$ cat config.mk
export PLATFORM = sky130hd
export DESIGN_NAME = scan_tap
export DESIGN_NICKNAME = d
export VERILOG_FILES = /design/src/rtl/scan_tap_pkg.sv /design/src/rtl/scan_tap_fsm.sv /design/src/rtl/scan_tap_ir.sv /design/src/rtl/scan_tap_dr.sv /design/src/rtl/scan_tap.sv
export SDC_FILE = /design/constraint.sdc
export NUM_CORES = 1
export LEC_CHECK = 0
export ABC_AREA = 0
export BUFFER_PORTS_ARGS = -buffer_cell sky130_fd_sc_hd__buf_2
export CELL_PAD_IN_SITES_DETAIL_PLACEMENT = 1
export CELL_PAD_IN_SITES_GLOBAL_PLACEMENT = 1
export CORE_MARGIN = 4
export CORE_UTILIZATION = 25
export DETAILED_ROUTE_END_ITERATION = 8
export MAX_ROUTING_LAYER = met4
export PLACE_DENSITY_LB_ADDON = 0.1
export REMOVE_ABC_BUFFERS = 1
export SETUP_SLACK_MARGIN = 0.5
export SLEW_MARGIN = 20
export SYNTH_ARGS = -nofsm -noshare
export SYNTH_HDL_FRONTEND = slang
export SYNTH_SLANG_ARGS = --single-unit
$ cat constraint.sdc
create_clock -name tck -period 2.8 [get_ports tck]
set_clock_uncertainty 0.2 [all_clocks]
set_input_delay 0 -clock tck [delete_from_list [all_inputs] [get_ports tck]]
set_output_delay 0 -clock tck [all_outputs]
set_load 0.01 [all_outputs]
$ cat src/rtl/scan_tap_pkg.sv
`timescale 1ns/1ps
package scan_tap_pkg;

  localparam int IR_W = 3;

  localparam logic [IR_W-1:0] OP_IDENT  = 3'b001;
  localparam logic [IR_W-1:0] OP_SAMPLE = 3'b010;
  localparam logic [IR_W-1:0] OP_BYPASS = 3'b111;
  localparam logic [IR_W-1:0] IR_CAPT   = 3'b001;

  typedef enum logic [3:0] {
    ST_RESET, ST_IDLE,
    ST_SEL_DR, ST_CAP_DR, ST_SH_DR, ST_EX1_DR, ST_PA_DR, ST_EX2_DR, ST_UP_DR,
    ST_SEL_IR, ST_CAP_IR, ST_SH_IR, ST_EX1_IR, ST_PA_IR, ST_EX2_IR, ST_UP_IR
  } tap_state_e;

  typedef enum logic [1:0] {
    DSEL_BYPASS, DSEL_IDENT, DSEL_CHAIN
  } dr_sel_e;

endpackage

$ cat src/rtl/scan_tap_fsm.sv
`timescale 1ns/1ps
module scan_tap_fsm
  import scan_tap_pkg::*;
(
  input  logic       tck,
  input  logic       rst,
  input  logic       tms,
  output tap_state_e state
);

  tap_state_e nxt;

  always_comb begin
    nxt = state;
    unique case (state)
      ST_RESET:  nxt = tms ? ST_RESET  : ST_IDLE;
      ST_IDLE:   nxt = tms ? ST_SEL_DR : ST_IDLE;
      ST_SEL_DR: nxt = tms ? ST_SEL_IR : ST_CAP_DR;
      ST_CAP_DR: nxt = tms ? ST_EX1_DR : ST_SH_DR;
      ST_SH_DR:  nxt = tms ? ST_EX1_DR : ST_SH_DR;
      ST_EX1_DR: nxt = tms ? ST_UP_DR  : ST_PA_DR;
      ST_PA_DR:  nxt = tms ? ST_EX2_DR : ST_PA_DR;
      ST_EX2_DR: nxt = tms ? ST_UP_DR  : ST_SH_DR;
      ST_UP_DR:  nxt = tms ? ST_SEL_DR : ST_IDLE;
      ST_SEL_IR: nxt = tms ? ST_RESET  : ST_CAP_IR;
      ST_CAP_IR: nxt = tms ? ST_EX1_IR : ST_SH_IR;
      ST_SH_IR:  nxt = tms ? ST_EX1_IR : ST_SH_IR;
      ST_EX1_IR: nxt = tms ? ST_UP_IR  : ST_PA_IR;
      ST_PA_IR:  nxt = tms ? ST_EX2_IR : ST_PA_IR;
      ST_EX2_IR: nxt = tms ? ST_UP_IR  : ST_SH_IR;
      ST_UP_IR:  nxt = tms ? ST_SEL_DR : ST_IDLE;
      default:   nxt = ST_RESET;
    endcase
  end

  always_ff @(posedge tck) begin
    if (rst) state <= ST_RESET;
    else     state <= nxt;
  end

endmodule

$ cat src/rtl/scan_tap_ir.sv
`timescale 1ns/1ps
module scan_tap_ir
  import scan_tap_pkg::*;
(
  input  logic            tck,
  input  logic            rst,
  input  tap_state_e      state,
  input  logic            tdi,
  output logic [IR_W-1:0] ir_sh,
  output logic [IR_W-1:0] ir_q,
  output dr_sel_e         dsel
);

  always_ff @(posedge tck) begin
    if (rst) begin
      ir_sh <= IR_CAPT;
    end else if (state == ST_CAP_IR) begin
      ir_sh <= IR_CAPT;
    end else if (state == ST_SH_IR) begin
      ir_sh <= {tdi, ir_sh[IR_W-1:1]};
    end
  end

  always_ff @(posedge tck) begin
    if (rst || state == ST_RESET) ir_q <= OP_IDENT;
    else if (state == ST_UP_IR)   ir_q <= ir_sh;
  end

  always_comb begin
    case (ir_q)
      OP_IDENT:  dsel = DSEL_IDENT;
      OP_SAMPLE: dsel = DSEL_CHAIN;
      default:   dsel = DSEL_BYPASS;
    endcase
  end

endmodule

$ cat src/rtl/scan_tap_dr.sv
`timescale 1ns/1ps
module scan_tap_dr
  import scan_tap_pkg::*;
#(
  parameter int          BSR_LEN = 16,
  parameter logic [31:0] ID_WORD = 32'h0000_0001
)(
  input  logic               tck,
  input  logic               rst,
  input  tap_state_e         state,
  input  dr_sel_e            dsel,
  input  logic               tdi,
  input  logic [BSR_LEN-1:0] pins_in,
  output logic               dr_lsb
);

  localparam int ID_LEN = 32;

  logic               byp_q;
  logic [ID_LEN-1:0]  id_sh;
  logic [BSR_LEN-1:0] chain_sh;

  logic cap, shf;
  assign cap = (state == ST_CAP_DR);
  assign shf = (state == ST_SH_DR);

  always_ff @(posedge tck) begin
    if (rst) begin
      byp_q <= 1'b0;
    end else if (dsel == DSEL_BYPASS) begin
      if (cap)      byp_q <= 1'b0;
      else if (shf) byp_q <= tdi;
    end
  end

  always_ff @(posedge tck) begin
    if (rst) begin
      id_sh <= ID_WORD;
    end else if (dsel == DSEL_IDENT) begin
      if (cap)      id_sh <= ID_WORD;
      else if (shf) id_sh <= {tdi, id_sh[ID_LEN-1:1]};
    end
  end

  generate
    if (BSR_LEN == 1) begin : g_chain_one
      always_ff @(posedge tck) begin
        if (rst) chain_sh <= '0;
        else if (dsel == DSEL_CHAIN) begin
          if (cap)      chain_sh <= pins_in;
          else if (shf) chain_sh <= tdi;
        end
      end
    end else begin : g_chain_multi
      always_ff @(posedge tck) begin
        if (rst) chain_sh <= '0;
        else if (dsel == DSEL_CHAIN) begin
          if (cap)      chain_sh <= pins_in;
          else if (shf) chain_sh <= {tdi, chain_sh[BSR_LEN-1:1]};
        end
      end
    end
  endgenerate

  always_comb begin
    case (dsel)
      DSEL_IDENT: dr_lsb = id_sh[0];
      DSEL_CHAIN: dr_lsb = chain_sh[0];
      default:    dr_lsb = byp_q;
    endcase
  end

endmodule

$ cat src/rtl/scan_tap.sv
`timescale 1ns/1ps
module scan_tap
  import scan_tap_pkg::*;
#(
  parameter int           BSR_LEN   = 16,
  parameter logic [3:0]   ID_VER    = 4'h0,
  parameter logic [4:0]   ID_DEPTH  = 5'b01000,
  parameter logic [4:0]   ID_WIDTH  = 5'b00011,
  parameter logic [10:0]  ID_VENDOR = 11'b00011100100
)(
  input  logic               tck,
  input  logic               rst,
  input  logic               tms,
  input  logic               tdi,
  input  logic [BSR_LEN-1:0] pins_in,
  output logic               tdo,
  output logic               tdo_en
);

  localparam logic [31:0] ID_WORD = {ID_VER, ID_DEPTH, ID_WIDTH, 6'b0, ID_VENDOR, 1'b1};

  tap_state_e      state_q;
  logic [IR_W-1:0] ir_sh;
  logic [IR_W-1:0] ir_q;
  dr_sel_e         dsel;
  logic            dr_lsb;

  scan_tap_fsm u_fsm (
    .tck   (tck),
    .rst   (rst),
    .tms   (tms),
    .state (state_q)
  );

  scan_tap_ir u_ir (
    .tck   (tck),
    .rst   (rst),
    .state (state_q),
    .tdi   (tdi),
    .ir_sh (ir_sh),
    .ir_q  (ir_q),
    .dsel  (dsel)
  );

  scan_tap_dr #(
    .BSR_LEN (BSR_LEN),
    .ID_WORD (ID_WORD)
  ) u_dr (
    .tck     (tck),
    .rst     (rst),
    .state   (state_q),
    .dsel    (dsel),
    .tdi     (tdi),
    .pins_in (pins_in),
    .dr_lsb  (dr_lsb)
  );

  // Output stage re-timed to the falling edge of the test clock
  always_ff @(negedge tck) begin
    if (rst) begin
      tdo    <= 1'b0;
      tdo_en <= 1'b0;
    end else begin
      tdo_en <= (state_q == ST_SH_IR) || (state_q == ST_SH_DR);
      tdo    <= (state_q == ST_SH_IR) ? ir_sh[0] : dr_lsb;
    end
  end

endmodule

; ---- After elaboration in Yosys (flattened, before gate mapping)
; Index checks and enable logic that the tools add are counted.
; W data, S select, Z words.
[word_totals]
reg_bits = 61
inputBits = 20
out_inout_bits = 2
[classes]
n_eq_ne = 19
n_mux = 22
reduce_logical = 12
[ops]
columns = cell, n
row1 = $mux W32, 2
row2 = $pmux W4 S12, 1
row3 = $eq A4 B4 Y1 const B, 8
row4 = $mux W16, 2
row5 = $eq A4 B3 Y1 const B, 4
row6 = $mux W4, 4
row7 = $eq A4 B2 Y1 const B, 2
row8 = $mux W1, 6
row9 = $mux W2, 3
row10 = $mux W3, 2
row11 = $reduce_and A2 Y1, 3
row12 = $reduce_or A2 Y1, 3
row13 = $eq A4 B1 Y1 const B, 1
row14 = $logic_not A4 Y1, 1
row15 = $pmux W2 S2, 1
row16 = $eq A3 B1 Y1 const B, 1
row17 = $eq A3 B2 Y1 const B, 1
row18 = $reduce_or A3 Y1, 1
row19 = $eq A2 B1 Y1 const B, 1
row20 = $eq A2 B2 Y1 const B, 1
row21 = $logic_not A2 Y1, 1
row22 = $logic_or A1 B1 Y1, 2
row23 = $pmux W1 S2, 1
row24 = $reduce_bool A2 Y1, 1

; ---- Depth between registers and ports, before layout
[depth]
depth_word = 5
depth_mapped = 8

; ---- Hierarchy
; From an unflattened synthesis, not the netlist that was laid out.
[unflattened]
cells_unflattened = 304
hier_area_um2 = 2974.1
[modules_own_cells]
columns = mod, instances, cells_per_inst, area_per_inst_um2
row1 = scan_tap_dr, 1, 227, 2287.2
row2 = scan_tap_fsm, 1, 39, 331.6
row3 = scan_tap_ir, 1, 29, 265.3
row4 = scan_tap, 1, 9, 90.1

==> metrics <==
share of layout cells above drive strength 1=28.9%; main combinational cell family by area after synthesis=compound AO/OA/AOI/OAI gates; library cells used by synthesis=46; routability cong.=0.723; H-tree Lvls=3; via count=2,562; DRC Markers=0; number of buffers added on ports=21; RSZ-0062 raised after global routing=yes; pwr dens=547 nW/um^2; RR Startpoint=u_ir.ir_q[2]$_SDFFE_PP0N_; top cell type's share of synthesized area=40.9%; register-to-register setup slack=-220 ps; clk_lat worst skew=320 ps; DP HPWL=4.76 mm; Worst Path Arrival=1670 ps; Starting Density=25.8%; num rows=39; overall routed net length=8.03 mm; endpoints failing hold=0; post-synthesis register bit count=61; EDFF count, synth=0; Slew Limit Fails=0; clock slew at reported path FFs=50 ps; Max-slew headroom=45.1%; xor/xnor cell area share of the yosys netlist=0%; leakage power=1.49 nW; CP endpoint=tdo$_SDFF_NP0_; initial antenna violation count=0; Reg-to-Reg End=tdo$_SDFF_NP0_; failing checks=setup timing; # Max-Cap Violations=0; crit-path max cell delay=340 ps; critical path endpoint category=flip-flop; compound-cell area share of the yosys netlist=20.6%; total gr overflow=0; run status=finished with violations; CP Max Fanout=3; vias in the first global route=2,731; DP Cell Count=474; final-stage net count=403; crit path max-delay cell type=dfxtp_2; post-synthesis sequential area ratio=40.9%; Initial DRT Pass Iterations=4; CTS tree=built; Tightest Pin Transition=823 ps; final setup vio count=2; drt via density=4.86; Worst Setup Start Kind=flip-flop; Critical Path Source=u_ir.ir_q[2]$_SDFFE_PP0N_; top-level port count=22; die height=117 microns; Routed Antenna Nets=0; Core Area=11,600 sq um; clock root cell=clkbuf_16; total die area=13,800 sq um; Avg Cell Area, Syn=9.43 sq um; Total GRT Usage=12.6%; mux contribution to synthesized area=12.6%; setup TNS=-295 ps; Synth Flop Type=dfxtp_1; Post-Synth Simple-Gate Area=18.1%; Max clock buf depth=2; Layout area overhead=35.7%; Post-synth ARST share=0%; Synth Warn #=0; Yosys top cell by area=dfxtp_1; Syn Inst Count=317; Peak VDD IR=0.255 mV; drt initial violations=153; fin worst setup slack=-216 ps; main area contributors after synthesis=dfxtp_1 (41%), mux2i_1 (11%), a2111o_1 (5.3%); required time worst endpoint=1450 ps; synthesized cell area=2990 sq um; routed len/inst=15.2 microns; Final Non-Filler Cells=527; largest net degree at the start of global routing=45; crit path kind=flip-flop to flip-flop; clock tree sinks=61; ant diodes=0; r2r worst-path depth=6; crit path cell chain=nor3b_4 -> inv_2 -> ha_2 -> a221o_1 -> o221ai_1 -> a21oi_1; Post-Synth Adder-Cell Area=1.26%; Die Wd=117 microns; CTS Buf Count=9; first-pass GRT wire length=13.8 mm; HP Class=flip-flop to flip-flop
where the power goes:
group	total [W]	switching, W	internal [W]
registers	0.000888	0.00000687	0.000881
clock network	0.00115	0.000393	0.000760
logic	0.000176	0.0000884	0.0000879
total	0.00222	0.000489	0.00173
worst max-delay path: cells and delay by family, from the launching register on:
kind / cells / cell delay [ps]
compound gates: 3 / 450
flops: 1 / 340
simple gates: 1 / 300
fa+ha+maj: 1 / 180
buf+inv: 1 / 70
state kept, by name (all words and copies together) (netlist names):
name / count
u_dr.byp_q: 1
tdo_en: 1
u_ir.ir_q: 3
u_dr.id_sh: 32
u_fsm.state: 4
u_ir.ir_sh: 3
u_dr.chain_sh: 16
tdo: 1
area by class of cell:
type                    count  area [sq um]
clock buffers              12           267
clock inverters             5          51.3
fillers                  1339          7510
inverters                   7          26.3
multi-input cells         218          1640
flip-flops and latches     61          1230
well taps                 143           179
repair buffers             81           664
how the worst min path moves through the flow:
stage	from	endpoint	slack, ps	cells past startpoint
2_1_floorplan	rst	u_ir.ir_sh[1]$_SDFFE_PP0P_	-130	1
3_3_place_gp	pins_in[14]	u_dr.chain_sh[14]$_SDFFE_PP0P_	90	3
3_5_place_dp	pins_in[12]	u_dr.chain_sh[12]$_SDFFE_PP0P_	90	3
4_1_cts	pins_in[5]	u_dr.chain_sh[5]$_SDFFE_PP0P_	270	4
5_1_grt	u_dr.chain_sh[1]$_SDFFE_PP0P_	u_dr.chain_sh[1]$_SDFFE_PP0P_	300	2
6_report	u_dr.id_sh[18]$_SDFFE_PP1P_	u_dr.id_sh[17]$_SDFFE_PP0P_	280	2
repair_timing:
action | 4_1_cts | 5_1_grt
endpoints found under the setup margin | 4 | 14
cloned | 0 | 0
hold buffers | 19 | 0
resized for setup | 23 | 5
endpoints found under the hold margin | 25 | 0
buffers inserted | 16 | 2
pin swaps | 7 | 2
per-layer routing:
| metal | vias to the layer above | track usage, % | part of all wire (%) | wire, microns |
|---|---|---|---|---|
| li1 | 1262 | - | - | - |
| met1 | 1268 | 15.2 | 48 | 3860 |
| met2 | 24 | 20.7 | 48 | 3890 |
| met3 | 8 | 3.08 | 2.2 | 179 |
| met4 | 0 | 3.96 | 1.2 | 99 |
| met5 | - | - | 0 | 0 |
per-stage QoR:
step                      worst slack, ps  power (W)  hold WS [ps]  utilization (%)  instance area [sq um]
final                                -216    0.00222           277             35.1                   4060
after global routing                 -308    0.00232           302             35.1                   4060
after CTS                            -209    0.00226           274             34.8                   4030
after detailed placement             -388    0.00107          88.8             28.7                   3320
after global placement               -303    0.00106          87.5             28.7                   3320
after floorplan                     -2850   0.000991          -131                -                   2820
cells in the final DEF (no fill, tap or decap), types with 3 or more instances in the layout:
master	instances
dfxtp_1	54
buf_6	9
a2111o_1	14
o22ai_2	10
inv_1	8
dlygate4sd3_1	19
nand2_1	23
mux2_1	3
mux2i_1	32
dfxtp_2	6
o21ai_0	18
clkbuf_16	9
buf_2	20
a211o_1	5
o22ai_1	6
nand3_1	8
a21oi_1	7
clkbuf_8	3
nand2b_1	23
nor2b_1	5
nor2_1	22
buf_4	31
nor3_1	9
kinds of logic after synthesis:
logic type,after synthesis
flops,61
simple gates,104
fa+ha+maj,3
compound gates,74
mux,37
buf+inv,38
synthesized netlist by cell type (2+ instances only):
| cell type | count |
|---|---|
| dfxtp_1 | 61 |
| mux2i_1 | 32 |
| nand2_1 | 24 |
| nand2b_1 | 23 |
| nor2_1 | 22 |
| o21ai_0 | 18 |
| clkbuf_1 | 15 |
| a2111o_1 | 14 |
| o22ai_2 | 10 |
| nor3_1 | 9 |
| a21oi_1 | 8 |
| inv_1 | 8 |
| nand3_1 | 8 |
| o22ai_1 | 6 |
| a211o_1 | 5 |
| buf_4 | 5 |
| nor2b_1 | 5 |
| buf_6 | 4 |
| buf_2 | 3 |
| ha_1 | 3 |
| mux2_1 | 3 |
| a21oi_4 | 2 |
| a31oi_1 | 2 |
| buf_1 | 2 |
| mux2_2 | 2 |
| nand3b_1 | 2 |
| o221ai_1 | 2 |
(Power assumes the default switching activity.)
